===== config.mk =====
export PLATFORM = sky130hd
export DESIGN_NAME = pri_irq_hub
export DESIGN_NICKNAME = d
export VERILOG_FILES = /design/src/rtl/pri_irq_pkg.sv /design/src/rtl/irq_pin_cond.sv /design/src/rtl/irq_pick.sv /design/src/rtl/irq_level_track.sv /design/src/rtl/pri_irq_hub.sv
export SDC_FILE = /design/constraint.sdc
export NUM_CORES = 1
export LEC_CHECK = 0
export BUFFER_PORTS_ARGS = -buffer_cell sky130_fd_sc_hd__buf_2
export CAP_MARGIN = 10
export CELL_PAD_IN_SITES_DETAIL_PLACEMENT = 2
export CELL_PAD_IN_SITES_GLOBAL_PLACEMENT = 2
export CORE_ASPECT_RATIO = 0.75
export CORE_MARGIN = 10
export CORE_UTILIZATION = 34
export DETAILED_ROUTE_END_ITERATION = 6
export PLACE_DENSITY = 0.89
export SYNTH_ARGS = -nofsm -noshare
export SYNTH_HDL_FRONTEND = slang
export SYNTH_SLANG_ARGS = --single-unit

===== constraint.sdc =====
create_clock -name clk_i -period 2.9 [get_ports clk_i]
set_input_delay 0.58 -clock clk_i [delete_from_list [all_inputs] [get_ports clk_i]]
set_output_delay 0.58 -clock clk_i [all_outputs]
set_load 0.01 [all_outputs]

===== src/rtl/pri_irq_pkg.sv =====
package pri_irq_pkg;
  localparam int N_SRC = 8;
  localparam int N_EXT = 4;
  localparam int IDX_W = $clog2(N_SRC);
  localparam int VEC_W = 8;

  // source index of each external pin in polling order
  function automatic int unsigned ext_src(input int unsigned e);
    case (e)
      0:       return 0;
      1:       return 2;
      2:       return 6;
      default: return 7;
    endcase
  endfunction

  function automatic logic [VEC_W-1:0] vec_of(input logic [IDX_W-1:0] idx);
    return VEC_W'({idx, 3'b011});
  endfunction
endpackage


===== src/rtl/irq_pin_cond.sv =====
module irq_pin_cond #(
  parameter int SYNC_STAGES = 2
) (
  input  logic clk_i,
  input  logic rst_ni,
  input  logic pin_ni,
  input  logic edge_mode_i,
  input  logic sw_we_i,
  input  logic sw_val_i,
  input  logic clr_i,
  output logic req_o,
  output logic flag_o
);
  localparam int MSB = SYNC_STAGES - 1;

  logic [SYNC_STAGES-1:0] sync_q;
  logic prev_q, flag_q, fall;

  always_ff @(posedge clk_i or negedge rst_ni) begin
    if (!rst_ni) begin
      sync_q <= '1;
      prev_q <= 1'b1;
    end else begin
      sync_q <= {sync_q[SYNC_STAGES-2:0], pin_ni};
      prev_q <= sync_q[MSB];
    end
  end

  assign fall = prev_q & ~sync_q[MSB];

  // hardware edge wins over software write and over acceptance
  always_ff @(posedge clk_i or negedge rst_ni) begin
    if (!rst_ni)                  flag_q <= 1'b0;
    else if (edge_mode_i && fall) flag_q <= 1'b1;
    else if (sw_we_i)             flag_q <= sw_val_i;
    else if (clr_i)               flag_q <= 1'b0;
  end

  assign req_o  = edge_mode_i ? flag_q : ~sync_q[MSB];
  assign flag_o = flag_q;
endmodule


===== src/rtl/irq_pick.sv =====
module irq_pick #(
  parameter int N     = 8,
  parameter int IDX_W = $clog2(N)
) (
  input  logic [N-1:0]     req_i,
  output logic             found_o,
  output logic [IDX_W-1:0] idx_o
);
  always_comb begin
    idx_o = '0;
    for (int i = N - 1; i >= 0; i--) begin
      if (req_i[i]) idx_o = IDX_W'(i);
    end
  end
  assign found_o = |req_i;
endmodule


===== src/rtl/irq_level_track.sv =====
module irq_level_track (
  input  logic       clk_i,
  input  logic       rst_ni,
  input  logic       take_i,
  input  logic       take_hi_i,
  input  logic       reti_i,
  output logic [1:0] act_o
);
  logic [1:0] act_q, act_d;

  always_comb begin
    act_d = act_q;
    if (reti_i) begin
      if (act_q[1]) act_d[1] = 1'b0;
      else          act_d[0] = 1'b0;
    end
    if (take_i) begin
      if (take_hi_i) act_d[1] = 1'b1;
      else           act_d[0] = 1'b1;
    end
  end

  always_ff @(posedge clk_i or negedge rst_ni) begin
    if (!rst_ni) act_q <= '0;
    else         act_q <= act_d;
  end

  assign act_o = act_q;
endmodule


===== src/rtl/pri_irq_hub.sv =====
module pri_irq_hub
  import pri_irq_pkg::*;
#(
  parameter int SYNC_STAGES = 2
) (
  input  logic             clk_i,
  input  logic             rst_ni,
  input  logic [N_EXT-1:0] ext_n_i,
  input  logic [1:0]       ext01_edge_i,
  input  logic [1:0]       tmr_ovf_i,
  input  logic             tmr2_req_i,
  input  logic             ser_req_i,
  input  logic             reg_we_i,
  input  logic [1:0]       reg_sel_i,
  input  logic [7:0]       reg_wdata_i,
  output logic [7:0]       reg_rdata_o,
  output logic [1:0]       ext01_flag_o,
  output logic             vec_req_o,
  output logic [VEC_W-1:0] vec_addr_o,
  input  logic             vec_ack_i,
  input  logic             reti_i
);
  localparam logic [1:0] SEL_EN  = 2'd0;
  localparam logic [1:0] SEL_PRI = 2'd1;
  localparam logic [1:0] SEL_XC  = 2'd2;

  logic [7:0] en_q;
  logic [5:0] pri_q;
  logic [1:0] xpri_q, xen_q, xtype_q;

  logic [N_EXT-1:0] pin_req, pin_flag, pin_edge, pin_swe, pin_swv, pin_clr;
  logic [1:0]       tflag_q;
  logic [N_SRC-1:0] src_raw, src_en, src_pri, pend, hi_cand, lo_cand;
  logic             hi_found, lo_found, take, win_hi;
  logic [IDX_W-1:0] hi_idx, lo_idx, win;
  logic [1:0]       act_lvl;

  // register file
  always_ff @(posedge clk_i or negedge rst_ni) begin
    if (!rst_ni) begin
      en_q    <= '0;
      pri_q   <= '0;
      xpri_q  <= '0;
      xen_q   <= '0;
      xtype_q <= '0;
    end else if (reg_we_i) begin
      case (reg_sel_i)
        SEL_EN:  en_q  <= reg_wdata_i & 8'hBF;
        SEL_PRI: pri_q <= reg_wdata_i[5:0];
        SEL_XC: begin
          xpri_q  <= {reg_wdata_i[7], reg_wdata_i[3]};
          xen_q   <= {reg_wdata_i[6], reg_wdata_i[2]};
          xtype_q <= {reg_wdata_i[4], reg_wdata_i[0]};
        end
        default: ;
      endcase
    end
  end

  always_comb begin
    case (reg_sel_i)
      SEL_EN:  reg_rdata_o = en_q;
      SEL_PRI: reg_rdata_o = {2'b00, pri_q};
      SEL_XC:  reg_rdata_o = {xpri_q[1], xen_q[1], pin_flag[3], xtype_q[1],
                              xpri_q[0], xen_q[0], pin_flag[2], xtype_q[0]};
      default: reg_rdata_o = '0;
    endcase
  end

  // external pins
  assign pin_edge = {xtype_q, ext01_edge_i};
  assign pin_swe  = {{2{reg_we_i && reg_sel_i == SEL_XC}}, 2'b00};
  assign pin_swv  = {reg_wdata_i[5], reg_wdata_i[1], 2'b00};

  for (genvar e = 0; e < N_EXT; e++) begin : g_pin
    assign pin_clr[e] = take && (win == IDX_W'(ext_src(e)));
    irq_pin_cond #(.SYNC_STAGES(SYNC_STAGES)) u_pin (
      .clk_i       (clk_i),
      .rst_ni      (rst_ni),
      .pin_ni      (ext_n_i[e]),
      .edge_mode_i (pin_edge[e]),
      .sw_we_i     (pin_swe[e]),
      .sw_val_i    (pin_swv[e]),
      .clr_i       (pin_clr[e]),
      .req_o       (pin_req[e]),
      .flag_o      (pin_flag[e])
    );
  end

  assign ext01_flag_o = pin_flag[1:0];

  // timer0/1 overflow flags
  for (genvar t = 0; t < 2; t++) begin : g_tflag
    localparam logic [IDX_W-1:0] TIDX = IDX_W'(2 * t + 1);
    always_ff @(posedge clk_i or negedge rst_ni) begin
      if (!rst_ni)                     tflag_q[t] <= 1'b0;
      else if (tmr_ovf_i[t])           tflag_q[t] <= 1'b1;
      else if (take && win == TIDX)    tflag_q[t] <= 1'b0;
    end
  end

  assign src_raw = {pin_req[3], pin_req[2], tmr2_req_i, ser_req_i,
                    tflag_q[1], pin_req[1], tflag_q[0], pin_req[0]};
  assign src_en  = {xen_q, en_q[5:0]};
  assign src_pri = {xpri_q, pri_q};
  assign pend    = src_raw & src_en & {N_SRC{en_q[7]}};
  assign hi_cand = pend & src_pri & {N_SRC{~act_lvl[1]}};
  assign lo_cand = pend & ~src_pri & {N_SRC{~(act_lvl[1] | act_lvl[0])}};

  irq_pick #(.N(N_SRC), .IDX_W(IDX_W)) u_pick_hi (
    .req_i(hi_cand), .found_o(hi_found), .idx_o(hi_idx)
  );
  irq_pick #(.N(N_SRC), .IDX_W(IDX_W)) u_pick_lo (
    .req_i(lo_cand), .found_o(lo_found), .idx_o(lo_idx)
  );

  assign win_hi     = hi_found;
  assign win        = hi_found ? hi_idx : lo_idx;
  assign vec_req_o  = hi_found | lo_found;
  assign vec_addr_o = vec_of(win);
  assign take       = vec_req_o & vec_ack_i;

  irq_level_track u_lvl (
    .clk_i     (clk_i),
    .rst_ni    (rst_ni),
    .take_i    (take),
    .take_hi_i (win_hi),
    .reti_i    (reti_i),
    .act_o     (act_lvl)
  );
endmodule


==> results of run 1 <==
## metal layers
layer / vias to the layer above / track usage (%)
met5: - / 0
met3: 13 / 3.70
met1: 860 / 18.2
met2: 46 / 21.7
li1: 774 / -
met4: 0 / 4.01
## kinds of logic after synthesis
| logic type | Yosys count | synth area share (%) |
|---|---|---|
| AND/OR/NAND/NOR | 72 | 19.0 |
| flip-flops | 39 | 48.7 |
| AO/OA/AOI/OAI | 38 | 14.1 |
| multiplexers | 25 | 13.4 |
| buffers and inverters | 15 | 4.06 |
| other | 2 | 0.369 |
| XOR/XNOR | 1 | 0.430 |
## state kept, by name, summed over array words and instances (netlist names)
signal / count
g_pin.u_pin.sync_q: 8
g_pin.u_pin.flag_o: 4
xen_q: 2
xtype_q: 2
pri_q: 6
src_raw: 2
xpri_q: 2
en_q: 7
g_pin.u_pin.prev_q: 4
u_lvl.act_o: 2
## worst max-delay path by stage
stage | from | depth (start not counted) | endpoint | slack [ps]
3_5_place_dp | ext01_edge_i[0] | 8 | vec_addr_o[3] | -50
2_1_floorplan | ext01_edge_i[0] | 6 | vec_addr_o[3] | 330
6_report | g_pin[0].u_pin.sync_q[1] | 7 | vec_addr_o[3] | -7
5_1_grt | g_pin[0].u_pin.sync_q[1] | 7 | vec_addr_o[4] | -80
4_1_cts | g_pin[0].u_pin.sync_q[1] | 7 | vec_addr_o[4] | 2
3_3_place_gp | ext01_edge_i[0] | 8 | vec_addr_o[3] | 50
## cell usage after synthesis, types with 2 or more instances
| master | number |
|---|---|
| nand3b_1 | 2 |
| nand3_1 | 4 |
| o21ai_0 | 12 |
| nor3b_1 | 2 |
| dfrtp_1 | 27 |
| and3_1 | 6 |
| dfstp_2 | 12 |
| a21oi_1 | 4 |
| conb_1 | 2 |
| nor3_1 | 5 |
| nor2b_1 | 5 |
| nand2b_1 | 8 |
| nor2_1 | 5 |
| nand2_1 | 25 |
| a21o_1 | 2 |
| inv_1 | 4 |
| clkbuf_1 | 4 |
| nand4_1 | 3 |
| buf_4 | 7 |
| mux2i_1 | 7 |
| mux2_2 | 18 |
## where the power goes
| part | internal (mW) | switching, mW |
|---|---|---|
| Sequential | 0.642 | 0.0928 |
| Clock | 0.256 | 0.211 |
| Combinational | 0.300 | 0.356 |
## stage by stage
stage / power (mW) / instances / hold WS, ps / setup TNS (ps)
after floorplan: 1.11 / 195 / 284 / 0
after global placement: 1.30 / 306 / 346 / 0
after detailed placement: 1.33 / 306 / 348 / -66.8
after CTS: 1.82 / 316 / 359 / 0
after global routing: 1.97 / 317 / 360 / -144
final: 1.86 / 317 / 358 / -6.54
## repair_timing
item | CTS | global route
gates resized for setup | 5 | 7
buffers inserted | 2 | 1
endpoints found under the setup margin | 2 | 4
pin swaps | 3 | 0
## layout make-up
type,count,area (um2)
fill,623,3280
sequential,39,992
multi-input combinational,141,1030
tap,78,97.6
clock buffer,5,68.8
timing repair buffer,47,264
inverter,4,15.0
clock inverter,3,43.8
==> metrics, run 1 <==
run status complete, but fails checks; violated checks setup timing; CP arrival 2330 ps; count of final setup violators 1; Routed Antenna Nets 0; CTS tree yes; Yosys warning count 0; fin nets 263; via count 1693; Std-Cell Core Area 0.00580 mm2; CTS Buf Count 5; Reg2Reg Setup Slack 240 ps; worst slew pin tran 868 ps; Die ar. 0.00951 mm2; Setup CP Type flop to output pin; antenna violations before repair 0; WHS Endpoint g_pin[2].u_pin.sync_q[1]; # diodes 0; Seq/Total Area, Yosys 48.7%; Pins Over Slew Limit 0; final worst-path cycle share 100%; reg-to-reg endpoint g_pin[3].u_pin.flag_o; Worst R2R Path Depth 9; Detailed Routing Iterations Pass 1 4; Synth area leader dfrtp_1; max-cap violation count 0; crit-path max cell delay 550 ps; I/O Buffers 38; synthesized instance count 192; Via density 5.34; area added between synthesis and finish 23.4%; Main synth FF type dfrtp_1; DRT iter0 DRCs 52; top-area cell type share of the netlist area 33.2%; hold wc startpoint g_pin[2].u_pin.sync_q[0]; Worst R2R Start g_pin[0].u_pin.sync_q[1]; row cnt 24; GRT overflow 0; dpl ws -54.4 ps; post-synthesis cell area 0.00204 mm2; first-pass GRT wire length between 10000 and 15000 um; max_slew headroom 42.1%; chip width 109 um; CTS H-tree lvls 2; die height between 80 and 90 um; Finished Cell Area between 0.002 and 0.003 mm2; final core utilization 43.3%; final setup margin -6.54 ps; drt wl/cell 20.4 um; FFs w/ async S/R, synth 100%; crit end category output pin; synth top area cells dfrtp_1 33%, dfstp_2 15%, mux2_2 10%; starting density of the core 35.1%; RSZ-0062 raised after global routing yes; vias in the first global route 1929; CP delay by family, top simple AND/OR/NAND/NOR gates; Hold Path Class flop to flop; min Tclk post-route 2910 ps; most common cell after layout, fill and taps aside buf_2; Setup crit start kind flop; CP Buf/Inv Count 1; EDFF count, synth 0; total number of clock tree sinks 39; placed inst area 0.00231 mm2; worst-path maximum fanout 4; post-cts hold buffer count 0; final wirelength roughly 6500 um; P per Cell Area ~740 mW/mm2; crit-path cells nor2b_4 > o31ai_4 > or3_4 > o31a_1 > xor2_1 > o32a_4 > buf_6; Clk Tree Root Cell clkbuf_8; Tot GR Track Use 13.8%; met1 wire length 3100 um; Hold Path Cell Cnt 0; worst skew pair latency 300 ps; met2 routed WL 2970 um; drc violations 0; Max Root-Sink Buffers 2; layout cells sized above 1 around two fifths; skew final 8.69 ps; routed length on met3 315 um; Leak Pwr 1.12 nW; DR top layer met4; Ports 44; Worst Path Required between 2000 and 2500 ps; DPL Wire Length 4800 um; GP Congestion 0.811; Netlist cell types a little under 50; most frequent cells in the layout 37 x buf_2, 26 x dfrtp_1, 25 x nand2_1; Fin. Hold Viols 0; Clock transition at path regs 90 ps; Seq cells post-synth 39; Peak supply drop around 0.25 mV; achievable clock frequency 0.344 GHz; average instance area after synthesis 10.6 um2; Slowest cell on crit path dfstp_2; largest net degree at the start of global routing 40
No activity file was read; power rests on OpenSTA's default activity.
==> run 2: changes to the inputs <==
Settings changed: ABC_AREA from default to 1, CORE_UTILIZATION 34 to 30, PLACE_DENSITY 0.89 to 0.88.
==> run 2 against run 1 <==
Effect of this change: the flow now finishes without violations; core utilization fell by 7.6 points; sequential power fell by 2%; setup slack better by 290 ps; non-clock buffer count is 8 lower; largest power group unchanged; cell area is 3.3% higher.
==> metrics, run 2 <==
post-cts hold buffer count 0 (unchanged); largest registers g_pin.u_pin.sync_q: 8 flops, en_q: 7 flops, pri_q: 6 flops; CP arrival 2040 ps (-290 ps); row cnt 27 (+13%); first-pass GRT wire length 12400 um (+20%); synth top area cells dfrtp_1 30%, nand2_1 17%, dfstp_2 14%; most frequent cells in the layout 102 x nand2_1, 51 x inv_1, 38 x buf_2; CTS tree yes; average instance area after synthesis 7.22 um2 (-32%); run status finished clean; Peak supply drop 0.257 mV (+2.5%); min Tclk post-route 2620 ps (-288 ps); Main synth FF type dfrtp_1; drt wl/cell 16.9 um (-17%); max_slew headroom 40.2% (-1.9 points); Via density 4.62 (-13%); Yosys warning count 0 (unchanged); area added between synthesis and finish 17.1%; worst slew pin tran 897 ps (+28.6 ps); I/O Buffers 38 (unchanged); max-cap violation count 0 (unchanged); final worst-path cycle share 90.3% (-9.9 points); DPL Wire Length 5910 um (+23%); Std-Cell Core Area 0.00726 mm2 (+25%); Netlist cell types 27 (-45%); largest net degree at the start of global routing 40 (unchanged); Synth area leader dfrtp_1; crit end category output pin; total number of clock tree sinks 39 (unchanged); GRT overflow 0 (unchanged); Routed Antenna Nets 0 (unchanged); Leak Pwr 1.43 nW (+27%); Tot GR Track Use 13.8% (about the same); most frequent cell after synthesis nand2_1; Setup CP Type flop to output pin; Fin. Hold Viols 0 (unchanged); WHS 360 ps (+1.37 ps); drc violations 0 (unchanged); post-CTS setup buffer count 0 (-2); Clk Tree Root Cell clkbuf_8; via count 2067 (+22%); Worst Path Required 2320 ps (about the same); Post-CTS Resized 0 (-5); vias in the first global route 2462 (+28%); Top reg by flops g_pin.u_pin.sync_q; Max Root-Sink Buffers 2 (unchanged); FFs w/ async S/R, synth 100% (unchanged); Pins Over Slew Limit 0 (unchanged); Seq/Total Area, Yosys 44.7% (-4.0 points); CTS Buf Count 5 (unchanged); total negative slack 0 ps (+6.54 ps); chip width 119 um (+9.0%); top-area cell type share of the netlist area 30.5% (-2.7 points); EDFF count, synth 0 (unchanged); final wirelength 7580 um (+17%); count of final setup violators 0 (-1); Setup crit start kind flop; Ports 44 (unchanged); skew final 8.72 ps (+0.0349 ps); post-synthesis cell area 0.00222 mm2 (+8.9%); worst-path maximum fanout 8 (+4); CTS H-tree lvls 2 (unchanged); Design Power 1.83 mW (-1.7%); top cells by count, synth 102 x nand2_1, 51 x inv_1, 30 x nor2_1, 27 x dfrtp_1, 21 x o21ai_0; most common cell after layout, fill and taps aside nand2_1; GP Congestion 0.801 (-1.3%); RSZ-0062 raised after global routing no; achievable clock frequency 0.382 GHz (+11%); layout cells sized above 1 23.4% (-18 points); Die ar. 0.0113 mm2 (+18%); fin nets 370 (+41%); Detailed Routing Iterations Pass 1 4 (unchanged); die height 94.4 um (+8.5%); Clock transition at path regs 90 ps (about the same); Largest register FFs 8 (unchanged); Seq cells post-synth 39 (unchanged); starting density of the core 30.5% (-4.6 points); P per Cell Area 704 mW/mm2 (-4.8%); antenna violations before repair 0 (unchanged); fillers 895 (+44%); # diodes 0 (unchanged); DRT iter0 DRCs 51 (-1.9%); Hold Path Class flop to flop; worst skew pair latency 310 ps (about the same); synthesized instance count 307 (+60%)
-- run 2: changes by cell type in the layout (fill, tap and decap cells not counted), sizes merged, moves of 7 or more --
cell / previous run / this run
buf: 47 / 39
inv: 4 / 55
mux2: 18 / 0
mux2i: 7 / 0
nand2: 25 / 109
nand2b: 8 / 0
nand3: 4 / 16
nor2: 5 / 34
o21ai: 13 / 21
-- run 2: worst paths after layout --
| check | slack [ps] | startpoint | cells after the start | end |
|---|---|---|---|---|
| min in group asynchronous | 390 | rst_ni | 1 | pri_q[0] |
| worst min-delay path | 360 | g_pin[0].u_pin.sync_q[0] | 0 | g_pin[0].u_pin.sync_q[1] |
| worst max register to register | 790 | u_lvl.act_o[1] | 14 | g_pin[0].u_pin.flag_o |
| worst min register to register | 360 | g_pin[0].u_pin.sync_q[0] | 0 | g_pin[0].u_pin.sync_q[1] |
| max in group asynchronous | 1880 | rst_ni | 1 | en_q[7] |
| worst max-delay path | 280 | u_lvl.act_o[1] | 13 | vec_addr_o[3] |
-- run 2: through the flow --
step / setup WS (ps) / utilization [%] / instances / cell area (um2)
after detailed placement: 450 / 34.1 / 439 / 2480
after global routing: 92.3 / 35.7 / 447 / 2590
after global placement: 557 / 34.1 / 439 / 2480
after CTS: 148 / 35.7 / 447 / 2590
final: 282 / 35.7 / 447 / 2590
after floorplan: 859 / - / 310 / 2230
-- run 2: kinds of logic after synthesis --
kind of cell,synth area share (%)
buf+inv,12.7
compound gates,9.03
flops,44.7
other cells,0.339
simple gates,33.2
-- run 2: cell type report --
type	instances	area, um2	share of cell area, %
sequential	39	992	38.3
multi-input combinational	205	955	36.8
inverter	55	206	7.96
timing repair buffer	39	198	7.62
tap	101	126	4.87
clock buffer	5	68.8	2.65
clock inverter	3	47.5	1.83
-- run 2: power by group --
part,switching [mW],internal [mW],total (mW)
Combinational,0.412,0.201,0.613
Clock,0.229,0.261,0.491
Sequential,0.0878,0.635,0.723
-- run 2: worst max-delay path: stages, from the launching register on --
cell and delay [ps]:
dfrtp_1 470, inv_2 170, nand2_1 110, nor2_1 110
nand3_1 160, nand2_1 110, nand2_1 50, nand2_1 50
nand2_1 50, nand2_1 50, nand2_1 70, nand2_2 110
nand2_4 70, buf_2 150
-- run 2: per-layer routing --
layer  track usage [%]  vias to the layer above  wire, um
met5                 0                        -         0
met4              4.26                        0       106
met3              2.86                       11       198
met2              24.7                       28      3770
met1              16.5                     1026      3500
li1                  -                     1002         -
